<file path="config.mk">
export PLATFORM = sky130hd
export DESIGN_NAME = mw_mem_slave
export DESIGN_NICKNAME = d
export VERILOG_FILES = /design/src/rtl/mw_pkg.sv /design/src/rtl/mw_sync.sv /design/src/rtl/mw_word_array.sv /design/src/rtl/mw_write_timer.sv /design/src/rtl/mw_mem_slave.sv
export SDC_FILE = /design/constraint.sdc
export NUM_CORES = 2
export LEC_CHECK = 0
export ABC_AREA = 1
export CAP_MARGIN = 20
export CORE_MARGIN = 4
export CORE_UTILIZATION = 44
export DETAILED_ROUTE_END_ITERATION = 8
export DONT_BUFFER_PORTS = 1
export GPL_TIMING_DRIVEN = 1
export PLACE_DENSITY = 0.6
export SKIP_LAST_GASP = 1
export SLEW_MARGIN = 10
export SYNTH_ARGS = -nofsm -noshare
export SYNTH_HDL_FRONTEND = slang
export SYNTH_HIERARCHICAL = 1
export SYNTH_SLANG_ARGS = --single-unit
export TNS_END_PERCENT = 30
</file>
<file path="constraint.sdc">
create_clock -name clk_i -period 40.9 [get_ports clk_i]
set_input_delay 12.27 -clock clk_i [delete_from_list [all_inputs] [get_ports clk_i]]
set_output_delay 12.27 -clock clk_i [all_outputs]
set_load 0.05 [all_outputs]
</file>
<file path="src/rtl/mw_pkg.sv">
package mw_pkg;

    typedef enum logic [3:0] {
        ST_IDLE,
        ST_OPCODE,
        ST_ADDR,
        ST_READ,
        ST_WDATA,
        ST_WEND,
        ST_DRAIN,
        ST_COMMIT,
        ST_BUSY
    } mw_state_e;

    typedef enum logic [1:0] {
        OP_EXT   = 2'b00,
        OP_WRITE = 2'b01,
        OP_READ  = 2'b10,
        OP_PAGE  = 2'b11
    } mw_op_e;

    typedef enum logic [1:0] {
        SUB_WDIS = 2'b00,
        SUB_WALL = 2'b01,
        SUB_RSVD = 2'b10,
        SUB_WEN  = 2'b11
    } mw_sub_e;

endpackage

</file>
<file path="src/rtl/mw_sync.sv">
module mw_sync #(
    parameter int WIDTH  = 3,
    parameter int STAGES = 2
) (
    input  logic             clk_i,
    input  logic             rst_ni,
    input  logic [WIDTH-1:0] d_i,
    output logic [WIDTH-1:0] q_o
);
    for (genvar i = 0; i < WIDTH; i++) begin : g_bit
        logic [STAGES-1:0] chain_q;
        always_ff @(posedge clk_i or negedge rst_ni) begin
            if (!rst_ni) chain_q <= '0;
            else         chain_q <= {chain_q[STAGES-2:0], d_i[i]};
        end
        assign q_o[i] = chain_q[STAGES-1];
    end
endmodule

</file>
<file path="src/rtl/mw_word_array.sv">
module mw_word_array #(
    parameter int AW = 8,
    parameter int DW = 16
) (
    input  logic          clk_i,
    input  logic          we_i,
    input  logic [AW-1:0] waddr_i,
    input  logic [DW-1:0] wdata_i,
    input  logic [AW-1:0] raddr_i,
    output logic [DW-1:0] rdata_o
);
    localparam int DEPTH = 1 << AW;

    logic [DW-1:0] cells [DEPTH];

    always_ff @(posedge clk_i) begin
        if (we_i) cells[waddr_i] <= wdata_i;
        rdata_o <= cells[raddr_i];
    end
endmodule

</file>
<file path="src/rtl/mw_write_timer.sv">
module mw_write_timer #(
    parameter int CYCLES = 500
) (
    input  logic clk_i,
    input  logic rst_ni,
    input  logic start_i,
    output logic busy_o,
    output logic done_o
);
    localparam int TW = $clog2(CYCLES + 1);

    logic [TW-1:0] left_q;

    always_ff @(posedge clk_i or negedge rst_ni) begin
        if (!rst_ni) begin
            left_q <= '0;
            busy_o <= 1'b0;
        end else if (start_i) begin
            left_q <= TW'(CYCLES - 1);
            busy_o <= 1'b1;
        end else if (busy_o) begin
            if (left_q == '0) busy_o <= 1'b0;
            else              left_q <= left_q - 1'b1;
        end
    end

    assign done_o = busy_o && (left_q == '0);

    // the timer releases busy the cycle after it signals done
    p_done_clears_busy_r8: assert property (@(posedge clk_i) disable iff (!rst_ni)
        (done_o && !start_i) |=> !busy_o);
endmodule

</file>
<file path="src/rtl/mw_mem_slave.sv">
module mw_mem_slave
    import mw_pkg::*;
#(
    parameter int ADDR_W       = 8,
    parameter int ADDR_USED    = 8,
    parameter int DATA_W       = 16,
    parameter int PAGE_WORDS   = 4,
    parameter int WRITE_CYCLES = 500
) (
    input  logic clk_i,
    input  logic rst_ni,
    input  logic cs_i,
    input  logic sck_i,
    input  logic sdi_i,
    output logic sdo_o,
    output logic sdo_oe_o
);
    localparam int ARR_AW    = ADDR_USED;
    localparam int ARR_DEPTH = 1 << ARR_AW;
    localparam int PW        = $clog2(PAGE_WORDS);
    localparam int BIT_W     = $clog2(DATA_W);
    localparam int CNT_W     = BIT_W + 1;

    // ---------------- input synchronisation and edge detect ----------------
    logic [2:0] sync_q;
    logic       cs_s, sck_s, sdi_s;
    logic       cs_q, sck_q;
    logic       sck_rise, cs_fall;

    mw_sync #(.WIDTH(3), .STAGES(2)) u_sync (
        .clk_i (clk_i),
        .rst_ni(rst_ni),
        .d_i   ({cs_i, sck_i, sdi_i}),
        .q_o   (sync_q)
    );

    assign {cs_s, sck_s, sdi_s} = sync_q;
    assign sck_rise = sck_s && !sck_q;
    assign cs_fall  = cs_q && !cs_s;

    // ---------------- state and datapath registers ----------------
    mw_state_e              state_q, state_d;
    logic [1:0]             op_q;
    logic [CNT_W-1:0]       bit_cnt_q;
    logic [ADDR_W-2:0]      addr_sr_q;
    logic [DATA_W-2:0]      word_sr_q;
    logic [DATA_W-1:0]      page_buf_q [PAGE_WORDS];
    logic [PW:0]            words_q;
    logic [ARR_AW-1:0]      base_q;
    logic [ARR_AW-1:0]      rd_addr_q;
    logic [ARR_AW-1:0]      commit_idx_q;
    logic                   wr_en_q;
    logic                   rdy_flag_q;
    logic                   sdo_q;

    // ---------------- decoded helpers ----------------
    logic [ADDR_W-1:0]      addr_full;
    logic [DATA_W-1:0]      word_full;
    logic [1:0]             sub_code;
    logic                   opc_last, addr_last, word_last;
    logic                   start_seen;
    logic                   page_full;
    logic                   page_boundary;
    logic                   commit_all;
    logic                   commit_last;
    logic [PW:0]            words_m1;

    assign addr_full     = {addr_sr_q, sdi_s};
    assign word_full     = {word_sr_q, sdi_s};
    assign sub_code      = addr_full[ADDR_W-1 -: 2];
    assign opc_last      = (bit_cnt_q == CNT_W'(1));
    assign addr_last     = (bit_cnt_q == CNT_W'(ADDR_W - 1));
    assign word_last     = (bit_cnt_q == CNT_W'(DATA_W - 1));
    assign start_seen    = (state_q == ST_IDLE) && cs_s && sck_rise && sdi_s;
    assign page_full     = (words_q == (PW+1)'(PAGE_WORDS - 1));
    assign page_boundary = (op_q == OP_PAGE) && (bit_cnt_q == '0) && (words_q != '0);
    assign commit_all    = (op_q == OP_EXT);
    assign words_m1      = words_q - 1'b1;
    assign commit_last   = commit_all ? (commit_idx_q == ARR_AW'(ARR_DEPTH - 1))
                                      : (commit_idx_q == ARR_AW'(words_m1));

    // ---------------- array and timer ----------------
    logic                   arr_we;
    logic [ARR_AW-1:0]      arr_waddr;
    logic [DATA_W-1:0]      arr_wdata;
    logic [DATA_W-1:0]      arr_rdata;
    logic [PW-1:0]          page_lo;
    logic                   tmr_start, tmr_busy, tmr_done;

    assign page_lo   = base_q[PW-1:0] + commit_idx_q[PW-1:0];
    assign arr_we    = (state_q == ST_COMMIT);
    assign arr_waddr = commit_all ? commit_idx_q : {base_q[ARR_AW-1:PW], page_lo};
    assign arr_wdata = commit_all ? page_buf_q[0] : page_buf_q[commit_idx_q[PW-1:0]];
    assign tmr_start = (state_q == ST_COMMIT) && commit_last;

    mw_word_array #(.AW(ARR_AW), .DW(DATA_W)) u_array (
        .clk_i  (clk_i),
        .we_i   (arr_we),
        .waddr_i(arr_waddr),
        .wdata_i(arr_wdata),
        .raddr_i(rd_addr_q),
        .rdata_o(arr_rdata)
    );

    mw_write_timer #(.CYCLES(WRITE_CYCLES)) u_timer (
        .clk_i  (clk_i),
        .rst_ni (rst_ni),
        .start_i(tmr_start),
        .busy_o (tmr_busy),
        .done_o (tmr_done)
    );

    // ---------------- state register ----------------
    always_ff @(posedge clk_i or negedge rst_ni) begin
        if (!rst_ni) state_q <= ST_IDLE;
        else         state_q <= state_d;
    end

    // ---------------- next-state logic ----------------
    always_comb begin
        state_d = state_q;
        unique case (state_q)
            ST_IDLE: begin
                if (start_seen) state_d = ST_OPCODE;
            end
            ST_OPCODE: begin
                if (!cs_s)                      state_d = ST_IDLE;
                else if (sck_rise && opc_last)  state_d = ST_ADDR;
            end
            ST_ADDR: begin
                if (!cs_s) state_d = ST_IDLE;
                else if (sck_rise && addr_last) begin
                    unique case (mw_op_e'(op_q))
                        OP_READ:  state_d = ST_READ;
                        OP_WRITE,
                        OP_PAGE:  state_d = ST_WDATA;
                        OP_EXT:   state_d = (sub_code == SUB_WALL) ? ST_WDATA : ST_DRAIN;
                        default:  state_d = ST_DRAIN;
                    endcase
                end
            end
            ST_READ: begin
                if (!cs_s) state_d = ST_IDLE;
            end
            ST_WDATA: begin
                if (!cs_s)
                    state_d = (page_boundary && wr_en_q) ? ST_COMMIT : ST_IDLE;
                else if (sck_rise && word_last)
                    state_d = ((op_q == OP_PAGE) && !page_full) ? ST_WDATA : ST_WEND;
            end
            ST_WEND: begin
                if (!cs_s)         state_d = wr_en_q ? ST_COMMIT : ST_IDLE;
                else if (sck_rise) state_d = ST_DRAIN;
            end
            ST_DRAIN: begin
                if (!cs_s) state_d = ST_IDLE;
            end
            ST_COMMIT: begin
                if (commit_last) state_d = ST_BUSY;
            end
            ST_BUSY: begin
                if (tmr_done) state_d = ST_IDLE;
            end
            default: state_d = ST_IDLE;
        endcase
    end

    // ---------------- datapath / output registers ----------------
    always_ff @(posedge clk_i or negedge rst_ni) begin
        if (!rst_ni) begin
            cs_q         <= 1'b0;
            sck_q        <= 1'b0;
            op_q         <= '0;
            bit_cnt_q    <= '0;
            addr_sr_q    <= '0;
            word_sr_q    <= '0;
            words_q      <= '0;
            base_q       <= '0;
            rd_addr_q    <= '0;
            commit_idx_q <= '0;
            wr_en_q      <= 1'b0;
            rdy_flag_q   <= 1'b0;
            sdo_q        <= 1'b0;
            for (int i = 0; i < PAGE_WORDS; i++) page_buf_q[i] <= '0;
        end else begin
            cs_q  <= cs_s;
            sck_q <= sck_s;

            if (state_q == ST_BUSY && tmr_done) rdy_flag_q <= 1'b1;
            else if (cs_fall || start_seen)     rdy_flag_q <= 1'b0;

            unique case (state_q)
                ST_IDLE: begin
                    bit_cnt_q <= '0;
                    if (start_seen) op_q <= '0;
                end
                ST_OPCODE: if (sck_rise) begin
                    op_q      <= {op_q[0], sdi_s};
                    bit_cnt_q <= opc_last ? '0 : bit_cnt_q + 1'b1;
                end
                ST_ADDR: if (sck_rise) begin
                    addr_sr_q <= addr_full[ADDR_W-2:0];
                    bit_cnt_q <= addr_last ? '0 : bit_cnt_q + 1'b1;
                    if (addr_last) begin
                        base_q    <= addr_full[ARR_AW-1:0];
                        rd_addr_q <= addr_full[ARR_AW-1:0];
                        words_q   <= '0;
                        sdo_q     <= 1'b0;
                        if (op_q == OP_EXT && sub_code == SUB_WEN)  wr_en_q <= 1'b1;
                        if (op_q == OP_EXT && sub_code == SUB_WDIS) wr_en_q <= 1'b0;
                    end
                end
                ST_READ: if (sck_rise) begin
                    sdo_q <= arr_rdata[BIT_W'(DATA_W - 1) - bit_cnt_q[BIT_W-1:0]];
                    if (word_last) begin
                        bit_cnt_q <= '0;
                        rd_addr_q <= rd_addr_q + 1'b1;
                    end else begin
                        bit_cnt_q <= bit_cnt_q + 1'b1;
                    end
                end
                ST_WDATA: if (sck_rise) begin
                    word_sr_q <= word_full[DATA_W-2:0];
                    if (word_last) begin
                        bit_cnt_q                    <= '0;
                        page_buf_q[words_q[PW-1:0]]  <= word_full;
                        words_q                      <= words_q + 1'b1;
                    end else begin
                        bit_cnt_q <= bit_cnt_q + 1'b1;
                    end
                end
                ST_WEND, ST_DRAIN: begin
                    commit_idx_q <= '0;
                end
                ST_COMMIT: begin
                    commit_idx_q <= commit_idx_q + 1'b1;
                end
                ST_BUSY: begin
                    commit_idx_q <= '0;
                end
                default: ;
            endcase

            if (state_q == ST_WDATA && !cs_s) commit_idx_q <= '0;
        end
    end

    // ---------------- output decode ----------------
    always_comb begin
        sdo_oe_o = 1'b0;
        sdo_o    = 1'b0;
        if (cs_s) begin
            unique case (state_q)
                ST_READ:            begin sdo_oe_o = 1'b1; sdo_o = sdo_q; end
                ST_COMMIT, ST_BUSY: begin sdo_oe_o = 1'b1; sdo_o = 1'b0;  end
                ST_IDLE:            begin sdo_oe_o = rdy_flag_q; sdo_o = rdy_flag_q; end
                default: ;
            endcase
        end
    end

    // ---------------- assertions ----------------
    // the array is only written while writes are enabled
    p_write_needs_enable_r11: assert property (@(posedge clk_i) disable iff (!rst_ni)
        arr_we |-> wr_en_q);

    // a page commit never changes the upper address bits between words
    p_page_upper_fixed_r7: assert property (@(posedge clk_i) disable iff (!rst_ni)
        (arr_we && !commit_all && $past(arr_we))
            |-> (arr_waddr[ARR_AW-1:PW] == $past(arr_waddr[ARR_AW-1:PW])));

    // bus edges during a programming cycle leave the write-enable state alone
    p_busy_ignores_bus_r10: assert property (@(posedge clk_i) disable iff (!rst_ni)
        (state_q == ST_BUSY && sck_rise) |=> $stable(wr_en_q));

    // the first bit presented by a read is a 0
    p_dummy_first_r3: assert property (@(posedge clk_i) disable iff (!rst_ni)
        (state_q == ST_READ && $past(state_q) == ST_ADDR) |-> !sdo_q);

    // the streaming read address wraps to zero after the top word
    p_rollover_r4: assert property (@(posedge clk_i) disable iff (!rst_ni)
        (state_q == ST_READ && $past(state_q) == ST_READ
         && $past(rd_addr_q) == ARR_AW'(ARR_DEPTH - 1) && rd_addr_q != $past(rd_addr_q))
            |-> (rd_addr_q == '0));

    // while the timer runs the controller is busy
    p_timer_in_busy_r8: assert property (@(posedge clk_i) disable iff (!rst_ni)
        tmr_busy |-> (state_q == ST_BUSY));
endmodule

</file>
==> flow_summary_export.csv <==
group,metric,value,unit
placement,port_buffers,0,
timing,worst_pin_slew,1.229,ns
floorplanning,rows,230,
power_and_ir_drop,p_leak,71.46,nW
drt,top_layer,"met5",
synth,synth_cells,14560,
worst_setup_path,rr_worst_depth,15,
timing,max_freq,65.75,MHz
drt,drc,0,
worst_setup_path,r2r_setup_slack,34.53,ns
outcome,status,"completed",
timing,setup_viol,0,
final_layout,post-route-util,0.4884,
worst_setup_path,crit_path_end_kind,"output port",
worst_setup_path,cpPeakStageDelay,0.53,ns
worst_setup_path,worst-path-buf-inv,1,
worst_setup_path,crit_type,"reg2out",
timing,hold_violations,0,
floorplanning,die_w,635.3,um
drt,met2_length,222.6,mm
clocking,worstSkewPairLatency,1.02,ns
synth,synth_flop_cell,"edfxtp_1",
timing,max_slew_margin,0.1805,
flow_run,drv_cap,0,
global_routing,grt_pass1_wl,709.1,mm
final_layout,synthToLayoutAreaGrowth,10.64,%
drt,ant_nets,0,
drt,totalWireLength,485.5,mm
min_path,hold_path.class,"reg2reg",
worst_setup_path,crit_path_cell_trace,"nor2_1, nand2_1, a41oi_1, buf_4",
clocking,clkTransAtPathRegs,0.06,ns
power_and_ir_drop,irDropWorstVdd,0.04609,mV
clocking,post-cts-setup-buffer-count,0,
floorplanning,fp.dieArea,403600,um^2
final_layout,layout-drive-gt1-share,0.07500,
timing,rsz0062_at_grt,"no",
floorplanning,die_y,635.3,um
drt,via_count,112500,
floorplanning,core_area,392200,um^2
power_and_ir_drop,p_total,8.570,mW
synth,synth-edff-count,4096,
drt,drtIter0Drc,13570,
global_routing,gr-usage-all-layers,0.2328,
final_layout,final_area,191600,um^2
final_layout,seqCellArea,127000,um^2
drt,wl_met3,44.18,mm
synth,yosysSeqAreaShare,0.7331,
placement,post-dp-hpwl,257.5,mm
power_and_ir_drop,p_per_area,44.73,nW/um^2
placement,place_area,178200,um^2
placement,gp_congestion,0.9023,
synth,yosysWarnings,6,
drt,wl_per_cell,24.26,um
global_routing,grt_pass1_vias,103900,
global_routing,grt_max_degree,222,
final_layout,multiInputGateArea,40610,um^2
final_layout,nFillCells,34060,
drt,viasPerCell,5.622,
timing,maxSlewViolCount,0,
synth,synth_fp_nets,14580,
synth,avgSynthCellArea,11.89,um^2
worst_setup_path,cpMaxStageDelayCell,"a41oi_1",
timing,min_period_over_period,0.3719,
clocking,cts_made_buffers,433,
drt,wirelength_met1,201.7,mm
clocking,htree_num_levels,5,
worst_setup_path,critPathTopFamily,"simple AND/OR/NAND/NOR gates",
clocking,cts.path.max_buffers,4,
final_layout,num-nets-final,14470,
floorplanning,start_util,0.4415,
synth,synthAdderAreaFrac,0.001084,
min_path,whs_path_depth,0,
timing,setup_tns,0,ns
clocking,holdBufCountCts,0,
drt,drt-pass1-iter-count,8,
synth,netlist_area,173200,um^2
global_routing,antenna_found_initial,14,
synth,ys_types,47,
worst_setup_path,cp.required,28.63,ns
timing,finClkSkew,0.08536,ns
global_routing,grt-ovfl-total,0,
clocking,cts.sinks,4257,
worst_setup_path,r2r-end,"u_array/rdata_o[7]$_DFF_P_",
synth,muxShareOfSynthArea,0,
placement,pre_cts_slack,26.72,ns
synth,synth_simple_gate_area_frac,0.2247,
synth,synth_compound_area_frac,0.006821,
worst_setup_path,r2r-start,"rd_addr_q[0]$_DFFE_PN0P_",
worst_setup_path,cp-start-kind,"register",
worst_setup_path,crit_arrival,2.94,ns
clocking,ctsResizeCount,0,
min_path,whs_endpoint,"u_sync/g_bit[0].chain_q[1]$_DFF_PN0_",
timing,fin_ws,25.69,ns
worst_setup_path,crit_fanout,11,
floorplanning,pin_count,7,
clocking,cts_tree,"done",
synth,synth_xor_area_frac,0.0002023,
min_path,worstHoldStart,"u_sync/g_bit[0].chain_q[0]$_DFF_PN0_",
synth,synth_top_family_by_area,"simple AND/OR/NAND/NOR gates",
clocking,cts-root-buf,"clkbuf_16",
synth,ys_ff_latch,4257,
timing,fin_crit,15.21,ns
synth,synthArstFlopShare,0.03406,
[Yosys cell counts, types with 6 or more instances]
cell type	n	area [um^2]
a21oi_1	18	90.09
buf_1	71	266.5
buf_2	510	2552
buf_4	168	1261
buf_6	54	608.1
clkbuf_1	173	649.4
dfrtp_1	145	3628
dfxtp_1	16	320.3
edfxtp_1	4096	123000
ha_1	15	187.7
inv_1	130	488.0
nand2_1	4440	16670
nand2_2	8	50.05
nand3_1	4104	20540
nor2_1	355	1333
nor2_2	6	37.54
nor3_1	7	35.03
o211ai_1	8	60.06
o21ai_0	169	845.8
o21ai_1	15	75.07
[state kept, by name, indices dropped and copies added (netlist names), 5 cells and up]
register,flops
addr_sr_q,7
base_q,8
bit_cnt_q,5
commit_idx_q,8
page_buf_q,64
rd_addr_q,8
u_array/cells,4096
u_array/rdata_o,16
u_sync/g_bit.chain_q,6
u_timer/left_q,9
word_sr_q,15
[through the flow]
step | instances | hold WS [ns]
after global routing | 20010 | 0.3140
after floorplan | 14560 | 0.3312
after global placement | 19220 | 0.3313
after CTS | 20000 | 0.2977
after detailed placement | 19220 | 0.3347
final | 20010 | 0.2975
[worst max-delay path by stage]
stage                                       from       end  slack, ns  cells after the start
after floorplan           state_q[3]$_DFFE_PN0P_  sdo_oe_o      26.81                      4
after global placement    state_q[2]$_DFFE_PN0P_     sdo_o      26.68                      6
after detailed placement  state_q[1]$_DFFE_PN0P_     sdo_o      26.72                      5
after CTS                 state_q[1]$_DFFE_PN0P_     sdo_o      25.61                      5
after global routing      state_q[2]$_DFFE_PN0P_     sdo_o      25.53                      6
final                     state_q[3]$_DFFE_PN0P_  sdo_oe_o      25.69                      4
[cells in the final DEF, fill, tap and decap left out, types with 4 or more instances in the layout]
master      count
buf_8           4
inv_6           9
o22ai_1         5
buf_12         28
nor3_1          7
clkbuf_1       83
o21ai_4        16
clkinv_1      122
edfxtp_1     4096
nand4_1         5
clkinv_8        7
nor2_1        326
nand2_1      4424
nor2_2         35
bufinv_16      20
dfxtp_1        16
xor2_1          4
o21ai_1        15
o211ai_1        8
nor2_4          5
clkinv_2       76
dfrtp_1       138
diode_2         6
inv_1         128
dfrtp_4         6
clkinv_4        4
nand3_1      4104
ha_1           15
o21ai_0       153
nand2_2        24
nand2_4         4
clkbuf_16     436
inv_16          8
clkbuf_8        4
clkinv_16       4
buf_4         391
a21oi_1        18
clkinvlp_4      9
[kinds of logic after synthesis]
logic type	count (synthesis)
DFF	4257
AOI/OAI and AO/OA	224
xor gates and xnor gates	4
buffers and inverters	1116
and+or+nand+nor	8945
adders and majority gates	15
[worst register-to-register path, stage by stage, from the launching register on]
cell     delay [ns]
dfrtp_4        0.71
inv_16         0.52
buf_4          0.80
buf_12         0.59
buf_4          0.86
buf_4          0.90
nand2_1        0.17
nand3_1        0.11
nand3_1        0.11
nand3_1        0.15
nand3_1        0.19
nand3_1        0.24
nand3_1        0.34
nand2_1        0.38
nand2_1        0.16
nand2_1        0.10
[cell type report]
class                      instances  share of cell area
sequential                      4257              0.6627
multi-input combinational       9188              0.2120
clock buffer                     523             0.05886
tap                             5220             0.03409
timing repair buffer             427             0.01905
clock inverter                   254             0.01022
inverter                         138            0.002978
antenna                            6          0.00007837
[layer usage]
layer	global-route usage	vias up
met3	0.04289	829
met5	0	-
met2	0.3610	4913
li1	-	51450
met1	0.3309	55310
met4	0.08011	2
[power by group]
group,internal [mW],switching [mW]
Sequential,4.71,0.00742
Combinational,0.0234,0.0807
Clock,2.08,1.66
(Power assumes the default switching activity.)
